$ cat src/rtl/sseg_signed_digit.sv
module sseg_signed_digit #(
  parameter int W = 4
) (
  input  logic         show_en,
  input  logic [W-1:0] value,
  output logic [6:0]   seg_n,
  output logic         dp_n
);
  localparam logic [6:0] DASH_N = 7'b1111110;

  logic         neg;
  logic [W-1:0] mag;
  logic [6:0]   digit_n;

  assign neg = value[W-1];
  assign mag = neg ? (~value + 1'b1) : value;

  always_comb begin
    case (mag)
      4'd0:    digit_n = 7'b0000001;
      4'd1:    digit_n = 7'b1001111;
      4'd2:    digit_n = 7'b0010010;
      4'd3:    digit_n = 7'b0000110;
      4'd4:    digit_n = 7'b1001100;
      4'd5:    digit_n = 7'b0100100;
      4'd6:    digit_n = 7'b0100000;
      4'd7:    digit_n = 7'b0001111;
      4'd8:    digit_n = 7'b0000000;
      default: digit_n = DASH_N;
    endcase
  end

  assign seg_n = show_en ? digit_n : DASH_N;
  assign dp_n  = show_en ? ~neg : 1'b1;
endmodule

$ cat config.mk
export PLATFORM = sky130hd
export DESIGN_NAME = sseg_signed_digit
export DESIGN_NICKNAME = d
export VERILOG_FILES = /design/src/rtl/sseg_signed_digit.sv
export SDC_FILE = /design/constraint.sdc
export NUM_CORES = 1
export LEC_CHECK = 0
export ABC_AREA = 1
export BUFFER_PORTS_ARGS = -buffer_cell sky130_fd_sc_hd__buf_2
export CELL_PAD_IN_SITES_DETAIL_PLACEMENT = 1
export CELL_PAD_IN_SITES_GLOBAL_PLACEMENT = 1
export CORE_AREA = 2 2 39 41
export DETAILED_ROUTE_END_ITERATION = 12
export DIE_AREA = 0 0 41 43
export GPL_ROUTABILITY_DRIVEN = 0
export GPL_TIMING_DRIVEN = 1
export PLACE_DENSITY_LB_ADDON = 0.1
export SYNTH_ARGS = -nofsm -noshare
export SYNTH_HDL_FRONTEND = slang
export SYNTH_SLANG_ARGS = --single-unit
$ cat constraint.sdc
create_clock -name vclk -period 1.8
set_clock_uncertainty 0.05 [all_clocks]
set_input_delay 0.36 -clock vclk [all_inputs]
set_output_delay 0.36 -clock vclk [all_outputs]
set_load 0.01 [all_outputs]
==> qor.log <==
qor: pwr.power.share.sequential 0%
qor: cells_and_area.num_antenna_cells 0
qor: sta.final.min_clock_period 1.95 ns
qor: status.status finished, violations left
qor: sta.timing.final.ws_setup -0.146 ns
qor: sta.tightest_slew 0.227 ns
qor: worst_setup_path.critical-path-top-delay-family simple AND/OR/NAND/NOR gates
qor: yosys.synth_top_area_share 21.5%
qor: sta.final-max-slew-violation-count 0
qor: worst_setup_path.critical-path-slowest-cell sky130_fd_sc_hd__ha_4
qor: placement.port_buffers 13
qor: cells_and_area.clock_buffers 0
qor: pwr.power.density_cell_area 301 nW/µm²
qor: yosys.mappedNetlistArea 262 µm²
qor: sta.final-hold-violation-count 0
qor: global_route.grt-ovfl-total 0
qor: floorplan.die_area 1760 µm²
qor: route.antenna_left 0
qor: worst_setup_path.cpMostUsedCell sky130_fd_sc_hd__ha_4
qor: pwr.switchingPower 0.0000931 W
qor: floorplan.io_count 13
qor: pwr.portion_of_total_power_attributed_to_combinational_logic 100.0%
qor: route.avgRoutedWirePerCell 9.98 µm
qor: yosys.synth.area.top_cells sky130_fd_sc_hd__nand2_1, sky130_fd_sc_hd__ha_1, sky130_fd_sc_hd__nand3_1, sky130_fd_sc_hd__nor2_1, sky130_fd_sc_hd__inv_1
qor: cells_and_area.sequential_cell_total 0
qor: global_route.initial_antenna_violation_count 0
qor: worst_setup_path.startpoint_type input port
qor: worst_setup_path.path_class input port to primary output
qor: yosys.mean_post_synth_cell_area 5.03 µm²
qor: global_route.overall_fraction_of_global_route_tracks_in_use 10.9%
qor: route.drt_drc_violations_left 0
qor: pwr.power.leakage 0.291 nW
qor: floorplan.overall_die_width 41 µm
qor: pwr.ir_worst_vdd 100 µV
qor: sta.fmax 514 MHz
qor: job.timing.max_cap.violations 0
qor: pwr.power_frac_clock 0%
qor: yosys.netlist.top_cell.by_area sky130_fd_sc_hd__nand2_1
qor: global_route.vias_in_the_first_global_route 359
qor: yosys.synth_warnings 0
qor: pwr.switching_power_as_a_share_of_total_power 52.2%
qor: global_route.grt_start_max_net_pins 7
qor: route.routed_wl 928 µm
qor: worst_setup_path.endpoint_kind primary output
qor: placement.post-dp-hpwl 721 µm
qor: sta.timing.slew.headroom 84.8%
qor: cells_and_area.layout.nets 88
qor: route.overall_via_count_from_detail_route 408
qor: yosys.seq_area_frac_synth 0%
qor: route.number_of_iterations_in_the_first_detailed_routing_pass 1
qor: clocking.cts_hold_buf 0
qor: worst_setup_path.critPathMaxFanout 5
qor: cells_and_area.share_of_cells_above_drive_strength_1 63.6%
qor: cells_and_area.finalCoreUtilization 42.8%
qor: cells_and_area.final.fill_count 192
qor: pwr.intPower 0.0000851 W
qor: cells_and_area.design_area 592 µm²
qor: yosys.synth.distinct_cells 11
qor: floorplan.placement_rows 14
qor: worst_setup_path.worst_ep_arrival_time 1.54 ns
qor: route.drt-initial-drc-count 0
qor: sta.period_share 108%
qor: sta.finalSetupViolations 6
qor: placement.dpl-instance-area 468 µm²
qor: hold_path.hold_class input port to primary output
qor: yosys.synth_commonest_cells sky130_fd_sc_hd__nand2_1, sky130_fd_sc_hd__nor2_1, sky130_fd_sc_hd__nand3_1
qor: worst_setup_path.cp_cell_sequence buf_8, clkinvlp_4, ha_4, nand2_4, nand2_8, ha_4, nand3b_1, nand3_1, nor2_2, buf_2
qor: yosys.mappedNetlistNets 61
qor: cells_and_area.area.sequential 0 µm²
qor: status.violations_in_the_final_reports negative setup slack
qor: yosys.post_synth_inst_count 52
qor: floorplan.core_region_area 1380 µm²
qor: route.vias_per_cell 4.39
qor: global_route.grt_pass1_wl 1420 µm
qor: floorplan.initial_utilization 18.9%
qor: worst_setup_path.critical_path.max_stage_delay 0.22 ns
qor: floorplan.floorplan.die.height 43 µm
qor: yosys.yosys.cell_count.top_type sky130_fd_sc_hd__nand2_1
qor: worst_setup_path.worstPathBufferInverterCount 3
qor: worst_setup_path.required 1.39 ns
qor: cells_and_area.area_growth 126%
qor: sta.grt_setup_unrepaired true
final cells by class:
class | count | area [µm²] | area share, %
multi-input cells | 44 | 350 | 59.2
inverters | 8 | 36.3 | 6.13
well taps | 16 | 20.0 | 3.38
repair buffers | 25 | 185 | 31.3
metrics by stage:
stage	TNS [ns]	setup slack (ns)	hold WS [ns]	std cells	power [W]
after floorplan	0	0.00590	0.736	52	0.0000790
after global placement	-0.902	-0.214	0.973	91	0.000135
after detailed placement	-1.00	-0.230	0.974	91	0.000136
after CTS	-0.826	-0.170	0.989	92	0.000152
after global routing	-1.11	-0.219	0.999	93	0.000200
final	-0.588	-0.146	0.981	93	0.000178
layer usage:
metal / part of all wire [%] / wire (µm) / vias to the layer above / track usage [%]
met5: 0 / 0 / - / 0
met4: 0 / 0 / 0 / 0
met3: 2.8 / 26 / 0 / 0
met2: 57 / 530 / 8 / 20.0
met1: 40 / 372 / 186 / 14.2
li1: - / - / 214 / -
worst paths after layout:
check,startpoint,to,slack (ns),cells after the start
min,value[3],dp_n,0.98,3
max,value[0],seg_n[0],-0.15,10
cells by family (layout without fill, tap and decap cells):
kind of cell	after synthesis	after routing	share of synthesized area [%]
fa+ha+maj	4	4	19.1
simple gates	37	37	63.6
compound gates	3	3	5.74
buf+inv	8	33	11.5
power groups by stage:
stage	Clock [W]	Combinational, W	Sequential (W)
final	0	0.000178	0
after global routing	0	0.000200	0
after CTS	0	0.000152	0
after detailed placement	0	0.000136	0
after global placement	0	0.000135	0
after floorplan	0	0.0000790	0
placed cells by master (no fill, tap or decap):
cell	n
sky130_fd_sc_hd__a21oi_1	2
sky130_fd_sc_hd__buf_2	10
sky130_fd_sc_hd__buf_4	10
sky130_fd_sc_hd__buf_6	4
sky130_fd_sc_hd__buf_8	1
sky130_fd_sc_hd__clkinvlp_4	1
sky130_fd_sc_hd__ha_4	4
sky130_fd_sc_hd__inv_1	3
sky130_fd_sc_hd__inv_2	3
sky130_fd_sc_hd__inv_4	1
sky130_fd_sc_hd__nand2_1	10
sky130_fd_sc_hd__nand2_2	4
sky130_fd_sc_hd__nand2_4	3
sky130_fd_sc_hd__nand2_8	1
sky130_fd_sc_hd__nand3_1	6
sky130_fd_sc_hd__nand3_2	2
sky130_fd_sc_hd__nand3_4	1
sky130_fd_sc_hd__nand3b_1	1
sky130_fd_sc_hd__nor2_1	5
sky130_fd_sc_hd__nor2_2	4
sky130_fd_sc_hd__o21ai_1	1
tightest hold or removal path: stages:
cell                      delay, ns
sky130_fd_sc_hd__buf_2         0.14
sky130_fd_sc_hd__nand2_1       0.06
sky130_fd_sc_hd__buf_2         0.12
what timing repair did:
action | 4_1_cts | 5_1_grt
pin swaps | 6 | 9
cloned | 0 | 0
gates resized for setup | 7 | 17
setup endpoints to repair | 7 | 7
setup buffers | 1 | 1
No activity file was read; power rests on OpenSTA's default activity.
